[config.mk]
export PLATFORM = sky130hd
export DESIGN_NAME = hpm_csr_bank
export DESIGN_NICKNAME = d
export VERILOG_FILES = /design/src/rtl/hpm_pkg.sv /design/src/rtl/hpm_decode.sv /design/src/rtl/hpm_counter.sv /design/src/rtl/hpm_event_sel.sv /design/src/rtl/hpm_csr_bank.sv
export SDC_FILE = /design/constraint.sdc
export NUM_CORES = 1
export LEC_CHECK = 0
export BUFFER_PORTS_ARGS = -buffer_cell sky130_fd_sc_hd__buf_2
export CORE_MARGIN = 4
export CORE_UTILIZATION = 33
export DETAILED_ROUTE_END_ITERATION = 16
export GPL_TIMING_DRIVEN = 1
export PLACE_DENSITY = 0.48
export SLEW_MARGIN = 20
export SYNTH_ARGS = -nofsm -noshare
export SYNTH_HDL_FRONTEND = slang
export SYNTH_SLANG_ARGS = --single-unit
[constraint.sdc]
create_clock -name clk_i -period 6.2 [get_ports clk_i]
set_clock_uncertainty 0.2 [all_clocks]
set_input_delay 1.24 -clock clk_i [delete_from_list [all_inputs] [get_ports clk_i]]
set_output_delay 1.24 -clock clk_i [all_outputs]
set_load 0.03 [all_outputs]
[src/rtl/hpm_pkg.sv]
`timescale 1ns/1ps
package hpm_pkg;
  localparam logic [11:0] LO_BASE  = 12'h700;
  localparam logic [11:0] HI_BASE  = 12'h780;
  localparam logic [11:0] SEL_BASE = 12'h7C0;
  localparam logic [11:0] EN_ADDR  = 12'h7F0;
  localparam logic [1:0]  PRIV_TOP = 2'b11;

  typedef enum logic [2:0] {
    K_NONE,
    K_LO,
    K_HI,
    K_SEL,
    K_EN
  } kind_e;
endpackage

[src/rtl/hpm_decode.sv]
`timescale 1ns/1ps
module hpm_decode import hpm_pkg::*; #(
  parameter int NUM_CNT = 6,
  parameter int NUM_EVT = 4,
  parameter int IDX_W   = 3
) (
  input  logic               clk_i,
  input  logic               rst_ni,
  input  logic               valid_i,
  input  logic               we_i,
  input  logic [11:0]        addr_i,
  input  logic [1:0]         priv_i,
  input  logic [NUM_CNT-1:0] en_i,
  output kind_e              kind_o,
  output logic [IDX_W-1:0]   idx_o,
  output logic               legal_o,
  output logic               illegal_o
);
  localparam logic [11:0] CNT12 = 12'(NUM_CNT);
  localparam logic [11:0] EVT12 = 12'(NUM_EVT);

  logic [11:0] off_lo, off_hi, off_sel;
  logic        top, lower_ok, hit, allow;

  always_comb begin
    off_lo  = addr_i - LO_BASE;
    off_hi  = addr_i - HI_BASE;
    off_sel = addr_i - SEL_BASE;
    kind_o  = K_NONE;
    idx_o   = '0;
    if (off_lo < CNT12) begin
      kind_o = K_LO;
      idx_o  = off_lo[IDX_W-1:0];
    end else if (off_hi < CNT12) begin
      kind_o = K_HI;
      idx_o  = off_hi[IDX_W-1:0];
    end else if (off_sel < EVT12) begin
      kind_o = K_SEL;
      idx_o  = off_sel[IDX_W-1:0];
    end else if (addr_i == EN_ADDR) begin
      kind_o = K_EN;
    end
  end

  assign top       = (priv_i == PRIV_TOP);
  assign hit       = (kind_o != K_NONE);
  assign lower_ok  = !we_i && (kind_o == K_LO || kind_o == K_HI) && en_i[idx_o];
  assign allow     = top || lower_ok;
  assign legal_o   = valid_i && hit && allow;
  assign illegal_o = valid_i && hit && !allow;

  assert_low_write_R8: assert property (@(posedge clk_i) disable iff (!rst_ni)
    (valid_i && we_i && priv_i != PRIV_TOP && addr_i == EN_ADDR) |-> illegal_o);

  assert_low_cfg_read_R8: assert property (@(posedge clk_i) disable iff (!rst_ni)
    (valid_i && priv_i != PRIV_TOP && kind_o == K_SEL) |-> !legal_o);
endmodule

[src/rtl/hpm_counter.sv]
`timescale 1ns/1ps
module hpm_counter #(
  parameter int CNT_W = 64,
  localparam int HALF = CNT_W / 2
) (
  input  logic             clk_i,
  input  logic             rst_ni,
  input  logic             inc_i,
  input  logic             wr_lo_i,
  input  logic             wr_hi_i,
  input  logic [HALF-1:0]  wdata_i,
  output logic [CNT_W-1:0] cnt_o
);
  always_ff @(posedge clk_i or negedge rst_ni) begin
    if (!rst_ni)      cnt_o <= '0;
    else if (wr_lo_i) cnt_o[HALF-1:0] <= wdata_i;
    else if (wr_hi_i) cnt_o[CNT_W-1:HALF] <= wdata_i;
    else if (inc_i)   cnt_o <= cnt_o + 1'b1;
  end

  assert_write_wins_R6: assert property (@(posedge clk_i) disable iff (!rst_ni)
    wr_lo_i |=> (cnt_o[HALF-1:0] == $past(wdata_i)) &&
                (cnt_o[CNT_W-1:HALF] == $past(cnt_o[CNT_W-1:HALF])));

  assert_write_hi_R6: assert property (@(posedge clk_i) disable iff (!rst_ni)
    (wr_hi_i && !wr_lo_i) |=> (cnt_o[CNT_W-1:HALF] == $past(wdata_i)) &&
                              (cnt_o[HALF-1:0] == $past(cnt_o[HALF-1:0])));

  assert_step_R2: assert property (@(posedge clk_i) disable iff (!rst_ni)
    (inc_i && !wr_lo_i && !wr_hi_i) |=> cnt_o == $past(cnt_o) + 1'b1);

  assert_hold_R9: assert property (@(posedge clk_i) disable iff (!rst_ni)
    (!inc_i && !wr_lo_i && !wr_hi_i) |=> $stable(cnt_o));
endmodule

[src/rtl/hpm_event_sel.sv]
`timescale 1ns/1ps
module hpm_event_sel #(
  parameter int NUM_SRC = 8,
  parameter int SEL_W   = 4
) (
  input  logic               clk_i,
  input  logic               rst_ni,
  input  logic               wr_i,
  input  logic [SEL_W-1:0]   wdata_i,
  input  logic [NUM_SRC-1:0] evt_i,
  output logic [SEL_W-1:0]   sel_o,
  output logic               fire_o
);
  always_ff @(posedge clk_i or negedge rst_ni) begin
    if (!rst_ni)   sel_o <= '0;
    else if (wr_i) sel_o <= wdata_i;
  end

  // value k selects strobe k-1; 0 and out-of-range values select nothing
  always_comb begin
    fire_o = 1'b0;
    for (int k = 0; k < NUM_SRC; k++) begin
      if (sel_o == SEL_W'(k + 1)) fire_o = evt_i[k];
    end
  end

  assert_sel_zero_R4: assert property (@(posedge clk_i) disable iff (!rst_ni)
    (sel_o == '0) |-> !fire_o);

  assert_no_strobe_R4: assert property (@(posedge clk_i) disable iff (!rst_ni)
    (evt_i == '0) |-> !fire_o);
endmodule

[src/rtl/hpm_csr_bank.sv]
`timescale 1ns/1ps
module hpm_csr_bank import hpm_pkg::*; #(
  parameter int NUM_EVT  = 4,
  parameter int NUM_IMPL = 3,
  parameter int NUM_SRC  = 8,
  parameter int CNT_W    = 64,
  localparam int XLEN    = CNT_W / 2,
  localparam int NUM_CNT = 2 + NUM_EVT,
  localparam int SEL_W   = $clog2(NUM_SRC + 1),
  localparam int IDX_W   = $clog2(NUM_CNT)
) (
  input  logic               clk_i,
  input  logic               rst_ni,
  input  logic               csr_valid_i,
  input  logic               csr_we_i,
  input  logic [11:0]        csr_addr_i,
  input  logic [XLEN-1:0]    csr_wdata_i,
  input  logic [1:0]         priv_i,
  input  logic               retire_i,
  input  logic [NUM_SRC-1:0] evt_i,
  output logic [XLEN-1:0]    csr_rdata_o,
  output logic               csr_illegal_o
);
  kind_e              kind;
  logic [IDX_W-1:0]   idx;
  logic               legal, wr_ok;
  logic [NUM_CNT-1:0] en_q;
  logic [CNT_W-1:0]   cnt_q [NUM_CNT];
  logic [SEL_W-1:0]   sel_q [NUM_EVT];
  logic [NUM_IMPL-1:0] fire;

  hpm_decode #(.NUM_CNT(NUM_CNT), .NUM_EVT(NUM_EVT), .IDX_W(IDX_W)) i_decode (
    .clk_i     (clk_i),
    .rst_ni    (rst_ni),
    .valid_i   (csr_valid_i),
    .we_i      (csr_we_i),
    .addr_i    (csr_addr_i),
    .priv_i    (priv_i),
    .en_i      (en_q),
    .kind_o    (kind),
    .idx_o     (idx),
    .legal_o   (legal),
    .illegal_o (csr_illegal_o)
  );

  assign wr_ok = legal && csr_we_i;

  always_ff @(posedge clk_i or negedge rst_ni) begin
    if (!rst_ni)                     en_q <= '0;
    else if (wr_ok && kind == K_EN)  en_q <= csr_wdata_i[NUM_CNT-1:0];
  end

  for (genvar e = 0; e < NUM_EVT; e++) begin : g_sel
    if (e < NUM_IMPL) begin : g_on
      logic wr_sel;
      assign wr_sel = wr_ok && kind == K_SEL && idx == IDX_W'(e);
      hpm_event_sel #(.NUM_SRC(NUM_SRC), .SEL_W(SEL_W)) i_sel (
        .clk_i   (clk_i),
        .rst_ni  (rst_ni),
        .wr_i    (wr_sel),
        .wdata_i (csr_wdata_i[SEL_W-1:0]),
        .evt_i   (evt_i),
        .sel_o   (sel_q[e]),
        .fire_o  (fire[e])
      );
    end else begin : g_off
      assign sel_q[e] = '0;
    end
  end

  for (genvar i = 0; i < NUM_CNT; i++) begin : g_cnt
    if (i < 2 + NUM_IMPL) begin : g_on
      logic inc, wr_lo, wr_hi;
      assign wr_lo = wr_ok && kind == K_LO && idx == IDX_W'(i);
      assign wr_hi = wr_ok && kind == K_HI && idx == IDX_W'(i);
      if (i == 0) begin : g_cyc
        assign inc = 1'b1;
      end else if (i == 1) begin : g_ret
        assign inc = retire_i;
      end else begin : g_evt
        assign inc = fire[i-2];
      end
      hpm_counter #(.CNT_W(CNT_W)) i_cnt (
        .clk_i   (clk_i),
        .rst_ni  (rst_ni),
        .inc_i   (inc),
        .wr_lo_i (wr_lo),
        .wr_hi_i (wr_hi),
        .wdata_i (csr_wdata_i),
        .cnt_o   (cnt_q[i])
      );
    end else begin : g_off
      assign cnt_q[i] = '0;
    end
  end

  always_comb begin
    csr_rdata_o = '0;
    if (legal) begin
      unique case (kind)
        K_LO:    csr_rdata_o = cnt_q[idx][XLEN-1:0];
        K_HI:    csr_rdata_o = cnt_q[idx][CNT_W-1:XLEN];
        K_SEL:   csr_rdata_o = XLEN'(sel_q[idx]);
        K_EN:    csr_rdata_o = XLEN'(en_q);
        default: csr_rdata_o = '0;
      endcase
    end
  end

  assert_illegal_quiet_R7: assert property (@(posedge clk_i) disable iff (!rst_ni)
    csr_illegal_o |-> csr_rdata_o == '0);

  assert_en_no_touch_R9: assert property (@(posedge clk_i) disable iff (!rst_ni)
    (wr_ok && kind == K_EN) |=> cnt_q[0] == $past(cnt_q[0]) + 1'b1);

  assert_unmapped_R11: assert property (@(posedge clk_i) disable iff (!rst_ni)
    (csr_valid_i && kind == K_NONE) |-> (!csr_illegal_o && csr_rdata_o == '0));
endmodule

==> flow_summary.toml <==
[status]
run_status = "finished with violations"
failed_checks = "setup timing"

[setup_path]
cp_data_required_time_ns = 4.76
worstSetupEndpointType = "output port"
cp_data_arrival_time_ns = 4.76
timing_worst_setup_path_type = "in -> out"
reg2reg_slack_ns = 2.29
timing.critical_path.from_type = "primary input"
reg2reg_depth = 9
crit_fanout = 41

[yosys]
yosys-top-cells-count = "sky130_fd_sc_hd__a21oi_1, sky130_fd_sc_hd__dfrtp_1, sky130_fd_sc_hd__nor2_1, sky130_fd_sc_hd__nand2_1, sky130_fd_sc_hd__o21ai_0"
synthSimpleGateAreaFrac_pct = 25.99
synth_top_area_cell = "sky130_fd_sc_hd__dfrtp_1"
main_combinational_cell_family_by_area_after_synthesis = "compound AO/OA/AOI/OAI gates"
syn_nets = 3308
warnings_synthesis = 0
synth_flop_cell = "sky130_fd_sc_hd__dfrtp_1"
synth_compound_gate_area_share_pct = 28.69
synth-async-reset-ratio_pct = 100.0
synthDistinctLibCells = 95
post_synth_instance_area_sq_um = 24750
syn-mean-instance-area_sq_um = 7.633
synth-seq-area-share_pct = 34.17
synthDominantCellAreaShare_pct = 34.17
ys_seq_elements = 338
synth-edff-count = 0
yosys-top-cells-area = "sky130_fd_sc_hd__dfrtp_1, sky130_fd_sc_hd__a21oi_1, sky130_fd_sc_hd__o21ai_0"
synth_adder_area_share_pct = 0.3033
synth.mux.area_fraction_pct = 3.877
yosys.area_share.xor_xnor_pct = 1.804
post-synth-top-count-cell = "sky130_fd_sc_hd__a21oi_1"
netlist_instances = 3243

[pwr]
design_power_total_w = 0.005578
powerDensity_nw_per_um2 = 199.0
ir_worst_vdd_mv = 0.1946
leak_pwr_nw = 11.42

[grt]
grt_pass1_wl_mm = 196.4
overflow = 0
grt_usage_pct = 34.00
grt_antenna_before_repair = 8
first_global_vias = 26092
largest_net_degree_at_the_start_of_global_routing = 133

[flow_run]
maxcap_viol_count = 0

[timing]
rsz0062_at_grt = "false"
timing.fmax_mhz = 161.2
finalSetupViolations = 1
tightestPinTransition_ns = 1.261
slew_headroom_pct = 15.86
hold_violations = 0
report.final.slew_viol_count = 0
post-route-period-util_pct = 100.1
final_worst_path_setup_slack_ns = -0.003211
hold_slack_ns = 0.3434
min_period_ns = 6.203

[hold_path]
holdPathStages = 1
timing.hold.worst.class = "reg -> reg"

[placed_design]
place_worst_setup_slack_ns = 0.03336
globalplace.congestion = 1.003
post-dp-hpwl_mm = 100.4
placement.io_buffers = 91

[cts]
cts_repair_resize_count = 0
ctsLongestPathBuffers = 3
htree_levels = 2
clkSinkCount = 338
clk_latency_ns = 0.62
cts_inserted_buffers = 46
cts.clk_slew.worst_paths_ns = 0.05
postCtsSetupRepairBufs = 0
cts_hold_buf = 0
tritoncts = "yes"
cts_root_buffer = "sky130_fd_sc_hd__clkbuf_16"

[routing]
total_iterations_of_the_first_detailed_routing_run = 6
initial_detailed_routing_violation_count = 3822
avg_wl_per_cell_microns = 33.21
drtAntennaViolNets = 0
via_count_normalized_by_instance_count = 6.689
via_count = 28242
drc_violations_left = 0
routed_wl_mm = 140.2

[layout]
fill_cells = 7720
drive_above_1_share_pct = 11.17
finish.net_count = 3284
synthToLayoutAreaGrowth_pct = 13.24

[floorplan]
die-area_sq_um = 79460
floorplan.rows = 100
chipHeight_microns = 281.9
top_level_ports = 92
floorplan.initialDensity_pct = 33.25
die_w_microns = 281.9
core_area_sq_um = 74450
-- per-layer routing --
layer  track usage, %  wire length (microns)  vias up
li1                 -                      -    12129
met1            45.73                  56850    14000
met2            49.56                  58290     1688
met3            6.574                  13450      421
met4            22.74                  11580        4
met5                0                     34        -
-- cell usage in the layout (no fill, tap or decap), types with 89 or more instances in the layout --
cell,instances
sky130_fd_sc_hd__nor3_1,92
sky130_fd_sc_hd__nor2_1,300
sky130_fd_sc_hd__nand3_1,190
sky130_fd_sc_hd__buf_4,97
sky130_fd_sc_hd__buf_2,89
sky130_fd_sc_hd__dfrtp_1,338
sky130_fd_sc_hd__nand4_1,103
sky130_fd_sc_hd__a21oi_1,438
sky130_fd_sc_hd__o21ai_0,244
sky130_fd_sc_hd__o22ai_1,120
sky130_fd_sc_hd__nand2_1,299
-- final cells by class --
type / count / area (sq um) / area share (%)
Antenna cell: 2 / 5.005 / 0.01785
Clock buffer: 71 / 1419 / 5.062
Clock inverter: 9 / 82.58 / 0.2946
Inverter: 44 / 165.2 / 0.5892
Multi-Input combinational cell: 2588 / 15220 / 54.30
Sequential cell: 338 / 8458 / 30.17
Tap cell: 969 / 1212 / 4.325
Timing Repair Buffer: 201 / 1469 / 5.240
-- critical path, stage by stage --
cell                       delay, ns
sky130_fd_sc_hd__buf_2          0.12
sky130_fd_sc_hd__ha_1           0.21
sky130_fd_sc_hd__or4b_1         0.60
sky130_fd_sc_hd__a2111o_1       0.48
sky130_fd_sc_hd__o21ai_4        0.36
sky130_fd_sc_hd__buf_4          0.25
sky130_fd_sc_hd__nand2_1        0.06
sky130_fd_sc_hd__buf_4          0.28
sky130_fd_sc_hd__o21ai_0        0.33
sky130_fd_sc_hd__nor3_1         0.11
sky130_fd_sc_hd__a21oi_1        0.25
sky130_fd_sc_hd__o22ai_1        0.19
sky130_fd_sc_hd__buf_2          0.22
-- registers in the layout, summed over array words and instances, names as in the netlist --
name,cells
g_sel.g_on.i_sel.sel_o,12
en_q,6
g_cnt.g_on.i_cnt.cnt_o,320
-- metrics by stage --
step,instance area (sq um),util [%],TNS [ns],instances
finish,28030,37.65,-0.003211,4222
global route,28030,37.65,0,4220
CTS,27980,37.58,0,4217
detailed placement,26480,35.56,0,4137
global placement,26480,35.56,0,4137
floorplan,24750,-,0,3243
-- kinds of logic after synthesis --
kind of cell,after synthesis
buffers and inverters,320
flip-flops,338
AND/OR/NAND/NOR,1293
AO/OA/AOI/OAI,1149
XOR/XNOR,51
adder cells (fa/ha/maj),6
multiplexers,86
-- power breakdown --
part	leakage (nW)	internal [W]	switching [W]
logic	6.22	0.000121	0.000351
clock network	0.735	0.00161	0.00113
registers	4.47	0.00226	0.000114
-- final timing paths --
check                                              start                            end
setup / recovery                           csr_addr_i[8]                csr_rdata_o[27]
hold / removal                                   en_q[3]                        en_q[3]
setup reg to reg           g_cnt[0].g_on.i_cnt.cnt_o[12]  g_cnt[0].g_on.i_cnt.cnt_o[55]
hold reg to reg                                  en_q[3]                        en_q[3]
max in group asynchronous                         rst_ni  g_cnt[4].g_on.i_cnt.cnt_o[56]
min in group asynchronous                         rst_ni  g_cnt[1].g_on.i_cnt.cnt_o[46]
Power figures use the tool's default switching activity.
